`src/rtl/tlb_pkg.sv`:
```
// Package: shared encodings for the translation buffer.
// Assumes the permission vector layout [3]=read [2]=write [1]=execute [0]=dirty.
package tlb_pkg;
    typedef enum logic [1:0] {
        ACC_LOAD  = 2'd0,
        ACC_STORE = 2'd1,
        ACC_FETCH = 2'd2,
        ACC_RSVD  = 2'd3
    } acc_e;

    localparam int PERM_W = 4;
    localparam int P_RD   = 3;
    localparam int P_WR   = 2;
    localparam int P_EX   = 1;
    localparam int P_DY   = 0;
endpackage

```
`src/rtl/tlb_entry_array.sv`:
```
// Storage for ENTRIES translation slots with parallel tag compare.
// Does: holds valid/tag/ppn/perm per slot, compares the lookup page and the
// refill page against every slot, applies flush > write > invalidate.
// Assumes: at most one valid slot matches any page (the top keeps this).
module tlb_entry_array #(
    parameter int ENTRIES = 16,
    parameter int VPN_W   = 20,
    parameter int PPN_W   = 20,
    parameter int PERM_W  = 4
) (
    input  logic                       clk,
    input  logic                       rst_n,
    input  logic [VPN_W-1:0]           lk_vpn,
    input  logic [VPN_W-1:0]           fill_vpn,
    input  logic                       flush,
    input  logic                       inv_valid,
    input  logic [VPN_W-1:0]           inv_vpn,
    input  logic                       wr_en,
    input  logic [$clog2(ENTRIES)-1:0] wr_idx,
    input  logic [PPN_W-1:0]           wr_ppn,
    input  logic [PERM_W-1:0]          wr_perm,
    output logic [ENTRIES-1:0]         lk_match,
    output logic [ENTRIES-1:0]         fill_match,
    output logic [ENTRIES-1:0]         valid_vec,
    output logic [PPN_W-1:0]           rd_ppn,
    output logic [PERM_W-1:0]          rd_perm
);
    localparam int IDX_W = $clog2(ENTRIES);

    logic [VPN_W-1:0]  tag_q  [ENTRIES];
    logic [PPN_W-1:0]  ppn_q  [ENTRIES];
    logic [PERM_W-1:0] perm_q [ENTRIES];

    for (genvar i = 0; i < ENTRIES; i++) begin : g_slot
        logic sel;
        assign sel = wr_en && (wr_idx == IDX_W'(i));

        // Purpose: valid bit, flush first, then refill, then invalidate.
        always_ff @(posedge clk) begin
            if (!rst_n)
                valid_vec[i] <= 1'b0;
            else if (flush)
                valid_vec[i] <= 1'b0;
            else if (sel)
                valid_vec[i] <= 1'b1;
            else if (inv_valid && (tag_q[i] == inv_vpn))
                valid_vec[i] <= 1'b0;
        end

        // Purpose: payload capture on refill; not reset, guarded by valid.
        always_ff @(posedge clk) begin
            if (sel) begin
                tag_q[i]  <= fill_vpn;
                ppn_q[i]  <= wr_ppn;
                perm_q[i] <= wr_perm;
            end
        end

        assign lk_match[i]   = valid_vec[i] && (tag_q[i] == lk_vpn);
        assign fill_match[i] = valid_vec[i] && (tag_q[i] == fill_vpn);
    end

    // Purpose: OR-mux of the single matching slot's payload.
    always_comb begin
        rd_ppn  = '0;
        rd_perm = '0;
        for (int i = 0; i < ENTRIES; i++) begin
            if (lk_match[i]) begin
                rd_ppn  = rd_ppn | ppn_q[i];
                rd_perm = rd_perm | perm_q[i];
            end
        end
    end
endmodule

```
`src/rtl/tlb_plru.sv`:
```
// Binary-tree pseudo-LRU replacement state.
// Does: keeps ENTRIES-1 node bits (heap order, node n has children 2n+1 and
// 2n+2); each bit names the half to replace next (0 left, 1 right). Two touch
// ports are applied in order a then b on each edge.
// Assumes: ENTRIES is a power of two, at least 2.
module tlb_plru #(
    parameter int ENTRIES = 16
) (
    input  logic                       clk,
    input  logic                       rst_n,
    input  logic                       touch_a_en,
    input  logic [$clog2(ENTRIES)-1:0] touch_a_idx,
    input  logic                       touch_b_en,
    input  logic [$clog2(ENTRIES)-1:0] touch_b_idx,
    output logic [$clog2(ENTRIES)-1:0] victim_idx
);
    localparam int IDX_W = $clog2(ENTRIES);
    localparam int NODES = ENTRIES - 1;

    logic [NODES-1:0] tree_q, tree_nxt;

    function automatic logic [NODES-1:0] touch_path(input logic [NODES-1:0] t,
                                                    input logic [IDX_W-1:0] idx);
        logic [NODES-1:0] r;
        int node;
        r    = t;
        node = 0;
        for (int l = 0; l < IDX_W; l++) begin
            r[node] = ~idx[IDX_W-1-l];
            node    = 2 * node + 1 + int'(idx[IDX_W-1-l]);
        end
        return r;
    endfunction

    // Purpose: next tree state from the two ordered touches.
    always_comb begin
        tree_nxt = tree_q;
        if (touch_a_en) tree_nxt = touch_path(tree_nxt, touch_a_idx);
        if (touch_b_en) tree_nxt = touch_path(tree_nxt, touch_b_idx);
    end

    // Purpose: follow node pointers from the root to a leaf.
    always_comb begin
        int node;
        node       = 0;
        victim_idx = '0;
        for (int l = 0; l < IDX_W; l++) begin
            victim_idx[IDX_W-1-l] = tree_q[node];
            node = 2 * node + 1 + int'(tree_q[node]);
        end
    end

    // Purpose: tree state register.
    always_ff @(posedge clk) begin
        if (!rst_n) tree_q <= '0;
        else        tree_q <= tree_nxt;
    end
endmodule

```
`src/rtl/tlb_perm_check.sv`:
```
// Outcome classifier for a lookup.
// Does: turns request, match and stored permissions into exactly one of
// hit / miss / fault (or none when idle).
// Assumes: permission layout from tlb_pkg.
module tlb_perm_check
    import tlb_pkg::*;
#(
    parameter int PW = PERM_W
) (
    input  logic          req_valid,
    input  logic [1:0]    acc,
    input  logic          any_match,
    input  logic [PW-1:0] perm,
    output logic          hit,
    output logic          miss,
    output logic          fault
);
    logic need_ok;
    logic clean_store;

    // Purpose: pick the permission bit the access kind needs.
    always_comb begin
        unique case (acc_e'(acc))
            ACC_STORE: need_ok = perm[P_WR];
            ACC_FETCH: need_ok = perm[P_EX];
            default:   need_ok = perm[P_RD];
        endcase
    end

    assign clean_store = (acc_e'(acc) == ACC_STORE) && !perm[P_DY];

    // Purpose: exclusive outcome decode.
    always_comb begin
        hit   = 1'b0;
        miss  = 1'b0;
        fault = 1'b0;
        if (req_valid) begin
            if (!any_match)       miss  = 1'b1;
            else if (!need_ok)    fault = 1'b1;
            else if (clean_store) miss  = 1'b1;
            else                  hit   = 1'b1;
        end
    end
endmodule

```
`src/rtl/tlb_fa.sv`:
```
// Fully associative translation buffer, top level.
// Does: same-cycle lookup, refill placement (existing slot, else lowest free,
// else pseudo-LRU), per-page invalidate, flush on any change of ptb_base.
// Assumes: refills come from an external walker; lookups never write slots.
module tlb_fa
    import tlb_pkg::*;
#(
    parameter int ENTRIES = 16,
    parameter int VPN_W   = 20,
    parameter int OFF_W   = 12,
    parameter int PPN_W   = 20,
    parameter int BASE_W  = 32
) (
    input  logic                  clk,
    input  logic                  rst_n,
    input  logic [BASE_W-1:0]     ptb_base,
    input  logic                  lk_valid,
    input  logic [VPN_W-1:0]      lk_vpn,
    input  logic [OFF_W-1:0]      lk_off,
    input  logic [1:0]            lk_acc,
    output logic                  lk_hit,
    output logic                  lk_miss,
    output logic                  lk_fault,
    output logic [PPN_W-1:0]      lk_ppn,
    output logic [PPN_W+OFF_W-1:0] lk_paddr,
    output logic [PERM_W-1:0]     lk_perm,
    input  logic                  fill_valid,
    input  logic [VPN_W-1:0]      fill_vpn,
    input  logic [PPN_W-1:0]      fill_ppn,
    input  logic [PERM_W-1:0]     fill_perm,
    input  logic                  inv_valid,
    input  logic [VPN_W-1:0]      inv_vpn
);
    localparam int IDX_W = $clog2(ENTRIES);

    logic [BASE_W-1:0]  base_q;
    logic               flush;
    logic [ENTRIES-1:0] lk_match, fill_match, valid_vec;
    logic [PPN_W-1:0]   rd_ppn;
    logic [PERM_W-1:0]  rd_perm;
    logic [IDX_W-1:0]   lk_idx, fill_hit_idx, free_idx, plru_idx, wr_idx;
    logic               free_any;

    // Purpose: remember the last base value so a change can be seen.
    always_ff @(posedge clk) begin
        base_q <= ptb_base;
    end

    assign flush = rst_n && (ptb_base != base_q);

    tlb_entry_array #(
        .ENTRIES(ENTRIES), .VPN_W(VPN_W), .PPN_W(PPN_W), .PERM_W(PERM_W)
    ) i_array (
        .clk        (clk),
        .rst_n      (rst_n),
        .lk_vpn     (lk_vpn),
        .fill_vpn   (fill_vpn),
        .flush      (flush),
        .inv_valid  (inv_valid),
        .inv_vpn    (inv_vpn),
        .wr_en      (fill_valid),
        .wr_idx     (wr_idx),
        .wr_ppn     (fill_ppn),
        .wr_perm    (fill_perm),
        .lk_match   (lk_match),
        .fill_match (fill_match),
        .valid_vec  (valid_vec),
        .rd_ppn     (rd_ppn),
        .rd_perm    (rd_perm)
    );

    // Purpose: one-hot to index for lookup match and refill match.
    always_comb begin
        lk_idx       = '0;
        fill_hit_idx = '0;
        for (int i = 0; i < ENTRIES; i++) begin
            if (lk_match[i])   lk_idx       = lk_idx | IDX_W'(i);
            if (fill_match[i]) fill_hit_idx = fill_hit_idx | IDX_W'(i);
        end
    end

    // Purpose: lowest-numbered invalid slot.
    always_comb begin
        free_any = 1'b0;
        free_idx = '0;
        for (int i = ENTRIES - 1; i >= 0; i--) begin
            if (!valid_vec[i]) begin
                free_any = 1'b1;
                free_idx = IDX_W'(i);
            end
        end
    end

    // Purpose: refill placement priority.
    always_comb begin
        if (|fill_match)   wr_idx = fill_hit_idx;
        else if (free_any) wr_idx = free_idx;
        else               wr_idx = plru_idx;
    end

    tlb_plru #(.ENTRIES(ENTRIES)) i_plru (
        .clk         (clk),
        .rst_n       (rst_n),
        .touch_a_en  (lk_hit),
        .touch_a_idx (lk_idx),
        .touch_b_en  (fill_valid),
        .touch_b_idx (wr_idx),
        .victim_idx  (plru_idx)
    );

    tlb_perm_check #(.PW(PERM_W)) i_check (
        .req_valid (lk_valid),
        .acc       (lk_acc),
        .any_match (|lk_match),
        .perm      (rd_perm),
        .hit       (lk_hit),
        .miss      (lk_miss),
        .fault     (lk_fault)
    );

    assign lk_ppn   = lk_hit ? rd_ppn : '0;
    assign lk_paddr = lk_hit ? {rd_ppn, lk_off} : '0;
    assign lk_perm  = lk_hit ? rd_perm : '0;
endmodule

```
`config.mk`:
```
export PLATFORM = sky130hd
export DESIGN_NAME = tlb_fa
export DESIGN_NICKNAME = d
export VERILOG_FILES = /design/src/rtl/tlb_pkg.sv /design/src/rtl/tlb_entry_array.sv /design/src/rtl/tlb_plru.sv /design/src/rtl/tlb_perm_check.sv /design/src/rtl/tlb_fa.sv
export SDC_FILE = /design/constraint.sdc
export NUM_CORES = 2
export LEC_CHECK = 0
export BUFFER_PORTS_ARGS = -buffer_cell sky130_fd_sc_hd__buf_2
export CORE_MARGIN = 2
export CORE_UTILIZATION = 65
export CTS_CLUSTER_DIAMETER = 100
export CTS_CLUSTER_SIZE = 25
export DETAILED_ROUTE_END_ITERATION = 8
export GPL_TIMING_DRIVEN = 1
export MAX_ROUTING_LAYER = met4
export PLACE_DENSITY = 0.92
export SYNTH_ARGS = -nofsm -noshare
export SYNTH_HDL_FRONTEND = slang
export SYNTH_SLANG_ARGS = --single-unit
```
`constraint.sdc`:
```
create_clock -name clk -period 9.85 [get_ports clk]
set_input_delay 1.4775 -clock clk [delete_from_list [all_inputs] [get_ports clk]]
set_output_delay 1.4775 -clock clk [all_outputs]
set_load 0.02 [all_outputs]
```
Yosys cells after proc, flatten, opt, wreduce, memory -nomap -nowiden
Memory sizes are Yosys's and may differ from the RTL's.
Index checks and enable logic that the tools add are counted.
- bits in registers: 63
- bits in writable memories: 704
- bits of input ports: 135
- output and inout port bits: 59
- word-level logic and storage cells: 635
- memories: 3
- memories (name ; words ; width ; rd ports ; clocked after Yosys merged registers in ; write ports ; RTL line ; RTL):
    i_array.ppn_q ; 16 ; 20 ; 16 ; 0 ; 1 ; tlb_entry_array.sv:31 ; logic [PPN_W-1:0] ppn_q [ENTRIES];
    i_array.tag_q ; 16 ; 20 ; 16 ; 0 ; 1 ; tlb_entry_array.sv:30 ; logic [VPN_W-1:0] tag_q [ENTRIES];
    i_array.perm_q ; 16 ; 4 ; 16 ; 0 ; 1 ; tlb_entry_array.sv:32 ; logic [PERM_W-1:0] perm_q [ENTRIES];
- add/subtract/negate cells: 15
- magnitude comparators: 15
- equal/unequal tests: 66
- muxes and demuxes: 339
- bitwise gates (word level): 39
- reduce and logical (&&, ||, !) cells: 139
- operators with widths (cell ; number):
    $eq A20 B20 Y1 ; 48
    $mux W20 ; 47
    $reduce_or A20 Y1 ; 30
    $mux W4 ; 111
    $or A20 B20 Y20 ; 15
    $lt A32 B6 Y1 const B ; 9
    $add A32 B2 Y32 ; 6
    $add A32 B2 Y32 const B ; 6
    $ge A32 B1 Y1 const B ; 6
    $mux W1 ; 150
    $bwmux W15 ; 6
    $logic_and A1 B1 Y1 ; 72
    $or A4 B4 Y4 ; 15
    $reduce_or A4 Y1 ; 15
    $reduce_bool A2 Y1 ; 17
    $eq A4 B4 Y1 const B ; 8
    $mux W32 ; 1
    $ne A32 B32 Y1 ; 1
    $reduce_or A16 Y1 ; 2
    $mux W15 ; 2
    $demux W1 S4 ; 6
    $mux W3 ; 8
    $eq A4 B3 Y1 const B ; 4
    $bmux W1 S4 ; 3
    11 further kinds ; 25

Logic depth before layout (Yosys ltp)
An unclocked memory read counts as a cell.
- word-level depth: 45
- mapped depth: 18
- gate-level depth less buffers: 15

Cells and area by module
Synthesis repeated with hierarchy kept, for this count alone.
- cell total of the unflattened synthesis: 3269
- area total of the unflattened synthesis: 40473.8 µm²
- modules (own cells, without submodules) (module ; times used ; cells an instance ; area each (µm²) ; sequential area each (µm²)):
    tlb_entry_array ; 1 ; 2827 ; 36802.8 ; 21460.6
    tlb_plru ; 1 ; 234 ; 1803.0 ; 300.3
    tlb_fa ; 1 ; 195 ; 1783.0 ; 640.6
    tlb_perm_check ; 1 ; 13 ; 85.1 ; 0.0

Worst setup path before layout
Ideal clock, no wire load.
- kind: in2reg
- start: in fill_vpn[5]
- end: mem i_array.perm_q[12][0], in the netlist i_array.perm_q[1][16] (enable)
- library setup time: 446 ps
- arrival: 5777 ps
- data required time: 9404 ps
- setup slack: 3627 ps
- stages on the path: 13
- buffers on the path: 4
- cell sequence: buf_2 > buf_2 > xnor2_1 > nand4_1 > nor4_1 > a22oi_1 > and4_1 > o31ai_1 > buf_2 > buf_1 > ha_1 > nand2_1 > nor2_1
- elaborated cells between the ends (all ways): 158
- those cells by class: 31 x eq/ne; 78 x mux; 49 x reduce/logical
- RTL lines (element ; RTL line ; RTL):
    start, declared ; tlb_fa.sv:28 ; input logic [VPN_W-1:0] fill_vpn,
    $eq A20 B20 Y1 ; tlb_entry_array.sv:60 ; assign fill_match[i] = valid_vec[i] && (tag_q[i] == fill_vpn);
    $logic_and A1 B1 Y1 ; tlb_entry_array.sv:60 ;
    $mux W1 ; tlb_fa.sv:78 ; if (fill_match[i]) fill_hit_idx = fill_hit_idx | IDX_W'(i);
    $mux W2 (2 in series) ; tlb_fa.sv:78 ;
    $mux W3 (4 in series) ; tlb_fa.sv:78 ;
    $mux W4 (8 in series) ; tlb_fa.sv:78 ;
    $mux W4 * ; tlb_fa.sv:96 ; if (|fill_match) wr_idx = fill_hit_idx;
    $eq A4 B4 Y1 * ; tlb_entry_array.sv:36 ; assign sel = wr_en && (wr_idx == IDX_W'(i));
    $logic_and A1 B1 Y1 * ; tlb_entry_array.sv:36 ;
    via i_array.g_slot[12].sel ; tlb_entry_array.sv:35 ; logic sel;
    $mux W1 * ; tlb_entry_array.sv:52 ; if (sel) begin
    $mux W1 (not written as such) * ; tlb_entry_array.sv:55 ; perm_q[i] <= wr_perm;
    $reduce_or A4 Y1 (no line) ; n/a ;
    $mux W4 (no line) or $mux W1 (tied branches) (4 in series) ; n/a ;
    end, declared ; tlb_entry_array.sv:32 ;
Mark *: on every way through the listed nets, which the timed path passes. The rest lies on a longest branch.

Worst setup path after layout
- start: in lk_vpn[6]
- end: out lk_ppn[16]
- word-level cells in the longest chain between the ends: 40
- elaborated cells between the ends (all ways): 103
- those cells by class: 16 x eq/ne; 38 x mux; 30 x bitwise; 19 x reduce/logical
- RTL lines (element ; RTL line ; RTL):
    start, declared ; tlb_fa.sv:18 ; input logic [VPN_W-1:0] lk_vpn,
    $eq A20 B20 Y1 ; tlb_entry_array.sv:59 ; assign lk_match[i] = valid_vec[i] && (tag_q[i] == lk_vpn);
    $logic_and A1 B1 Y1 ; tlb_entry_array.sv:59 ;
    $mux W4 ; tlb_entry_array.sv:68 ; if (lk_match[i]) begin
    $or A4 B4 Y4 ; tlb_entry_array.sv:70 ; rd_perm = rd_perm | perm_q[i];
    $mux W4 ; tlb_entry_array.sv:68 ;
    $or A4 B4 Y4 ; tlb_entry_array.sv:70 ;
    $mux W4 ; tlb_entry_array.sv:68 ;
    $or A4 B4 Y4 ; tlb_entry_array.sv:70 ;
    [... 24 more ...] ; n/a ;
    $mux W4 ; tlb_entry_array.sv:68 ;
    $logic_not A1 Y1 ; tlb_perm_check.sv:30 ; assign clean_store = (acc_e'(acc) == ACC_STORE) && !perm[P_DY];
    $logic_and A1 B1 Y1 ; tlb_perm_check.sv:30 ;
    $mux W1 ; tlb_perm_check.sv:40 ; else if (clean_store) miss = 1'b1;
    $mux W1 ; tlb_perm_check.sv:39 ; else if (!need_ok) fault = 1'b1;
    $mux W1 ; tlb_perm_check.sv:38 ; if (!any_match) miss = 1'b1;
    $mux W1 ; tlb_perm_check.sv:37 ; if (req_valid) begin
    $mux W20 * ; tlb_fa.sv:121 ; assign lk_ppn = lk_hit ? rd_ppn : '0;
    end, declared ; tlb_fa.sv:24 ; output logic [PPN_W-1:0] lk_ppn,
Mark *: on every way between the ends. The rest lies on a longest branch, timed or not.

==> impl_metrics.ini <==
[placed_design]
gp_congestion = 1.06
io_buffers = 193
place_area_mm2 = 0.0409
hpwlAfterDp_mm = 88.3
dp.cells = 3910

[critical_path]
worst_setup_path_start_kind = input pin
end_kind = primary output
cp_common_cell = buf_2
slowest_delay_ns = 0.93
crit_required_ns = 8.37
path_cells = buf_2, xnor2_1, nand4_1, nor4_4, and2_1, buf_4, or4_1, nand4bb_1, and3b_1, nand2b_4, a41oi_1, buf_2
critical_path.max_fanout = 34
path_delay_family = simple AND/OR/NAND/NOR gates
crit_path_top_delay_cell = nor4_4
cp.arrival_ns = 5.96
critical_path_class = input pin to primary output
cp_num_buf_inv = 3

[grt]
track_usage_pct = 45.7
grt_pass1_wl_mm = 200
grt_pass1_vias = 28600
grt_max_degree = 41
antenna_found_initial = 2
grt-ovfl-total = 0

[drt]
detail_route.wl_per_cell_um = 35.6
detail-route-antenna-nets = 0
drt_pass1_iterations = 6
route.vias.total = 29500
dr.first_iter.drc_count = 5239
drc = 0
routed_wl_mm = 141
vias_per_cell = 7.42

[timing]
worst_pin_slew_ns = 1.29
clock.fmax_mhz = 134
finClkSkew_ns = 0.0286
setup-tns-final_ns = 0
setup_viol = 0
rsz0062_at_grt = no
finalMaxSlewViolations = 0
finalHoldViolations = 0
relSlewSlack_pct = 13.6
finalCritPeriodShare_pct = 75.5
fin_crit_ns = 7.44

[clock_network]
cts_made_buffers = 36
clk_pin_slew_ns = 0.11
cts_buffer_depth = 3
htree_levels = 2
root_buffer = clkbuf_16
cts_tree = yes
cts_resized = 0
clock_latency_ns = 0.63
post_cts_buffers = 0
postCtsHoldBufs = 0
cts.sinks = 767

[run_status]
status = completed

[synthesis]
synth_flop_cell = edfxtp_1
yosysTopAreaCell = edfxtp_1
synth_most_common_cell = xnor2_1
synth_nets = 3230
ys.warnings.count = 0
yosysUniqueCellTypes = 85
synth_area_leaders = edfxtp_1, xnor2_1, nand4_1
synth_common_cells = xnor2_1, edfxtp_1, nand4_1
synthArstFlopShare_pct = 0
synth_top_area_share_pct = 53.2
synth_cells = 3079
synth-seq-cells = 767
synth_edf_count = 704
syn-cell-area_mm2 = 0.0397
ys_seq_area_share_pct = 56.4
avgSynthCellArea_um2 = 12.9

[cells_and_area]
areaGrowthSynthToFinish_pct = 5.67
multiInputGateArea_mm2 = 0.0160
final_cells = 3967
design_area_mm2 = 0.0420
seq_area_mm2 = 0.0224
nNetsFinal = 3317
fill_cells = 4057
drive_above_1_share_pct = 11.2

[die]
num_rows = 90
core_area_mm2 = 0.0604
start_util_pct = 65.8
die_w_um = 251
die_area_mm2 = 0.0631
pin_count = 194
die_y_um = 251

[flow_run]
drv_cap = 0

[min_path]
hp-class = flop to flop

[power]
p_leak_nw = 12.8
p_per_area_mw_per_mm2 = 140
vdd_ir_drop_max_mv = 0.177
-- area by class of cell --
type	instances	area share, %
Sequential cell	767	53.4
Multi-Input combinational cell	2081	38.2
Timing Repair Buffer	254	3.39
Tap cell	782	2.33
Clock buffer	52	2.32
Inverter	26	0.233
Clock inverter	4	0.179
Antenna cell	1	0.00596
-- cells in the final DEF (no fill, tap or decap), types with 5 or more instances in the layout --
cell and n:
a2bb2oi_1 17, a31oi_1 15, a221oi_1 40, ha_1 16, a22oi_1 95, buf_4 61, nand2_1 81, edfxtp_1 704
o2111ai_1 8, nor4_2 6, o21ai_0 17, mux2i_1 8, a41oi_1 16, o41ai_1 8, buf_2 193, inv_1 25
nand2b_1 7, nor4_4 9, nor2_4 16, and3_1 35, a21oi_1 10, nor3_1 16, clkbuf_1 14, nor2_1 65
xor2_1 150, o211ai_1 6, a21boi_0 5, nor2b_1 5, xnor2_1 845, or4_1 9, nor4_1 79, nand4_1 211
dfxtp_1 63, and2_1 28, nand3_1 134, a22o_1 38, o31ai_1 6, clkbuf_16 36
-- path summary, 6_finish.rpt --
check / from / to / slack [ns] / depth (start not counted)
worst max-delay path: lk_vpn[6] / lk_ppn[16] / 2.41 / 12
worst max register to register: i_array.tag_q[1][39]$_DFFE_PP_ / i_array.ppn_q[0][105]$_DFFE_PP_ / 3.79 / 10
worst min register to register: i_plru.tree_q[8]$_SDFF_PN0_ / i_plru.tree_q[8]$_SDFF_PN0_ / 0.50 / 2
worst min-delay path: i_plru.tree_q[8]$_SDFF_PN0_ / i_plru.tree_q[8]$_SDFF_PN0_ / 0.50 / 2
-- power breakdown --
part	internal, mW	switching [mW]	leakage [nW]	total (mW)
sequential	3.56	0.0148	6.88	3.58
combinational	0.177	0.362	5.41	0.540
clock	0.711	1.03	0.507	1.74
total	4.45	1.40	12.8	5.86
-- layer usage --
metal | vias to the layer above | GRT usage, % | routed length (µm)
li1 | 11500 | - | -
met1 | 14200 | 57.5 | 46600
met2 | 3017 | 65.6 | 60300
met3 | 748 | 13.3 | 23200
met4 | 0 | 28.2 | 11200
met5 | - | - | 0
-- sequential cells by signal (all words and copies together) (netlist names) --
signal and flops:
i_plru.tree_q 15, i_array.valid_vec 16, i_array.ppn_q 320, i_array.perm_q 64
base_q 32, i_array.tag_q 320
-- per-stage QoR --
step | worst slack (ns) | hold WS [ns] | power [mW] | utilization (%)
5_1_grt | 2.38 | 0.524 | 5.95 | 69.5
4_1_cts | 2.58 | 0.492 | 5.81 | 69.5
3_3_place_gp | 2.68 | 0.473 | 4.15 | 67.8
6_report | 2.41 | 0.503 | 5.86 | 69.5
3_5_place_dp | 2.60 | 0.479 | 4.16 | 67.8
2_1_floorplan | 3.63 | 0.441 | 3.97 | -
-- cell families after synthesis --
logic type,count (synthesis),share of synthesized area [%]
flops,767,56.4
compound gates,326,6.53
simple gates,734,10.8
xor+xnor,995,21.9
buf+inv,231,3.59
fa+ha+maj,16,0.504
mux,10,0.287
-- worst min-delay path, delay by kind of cell (launching register included) --
kind / cells / cell delay (ns)
AO/OA/AOI/OAI: 2 / 0.14
flip-flops: 1 / 0.33
(Power assumes the default switching activity.)
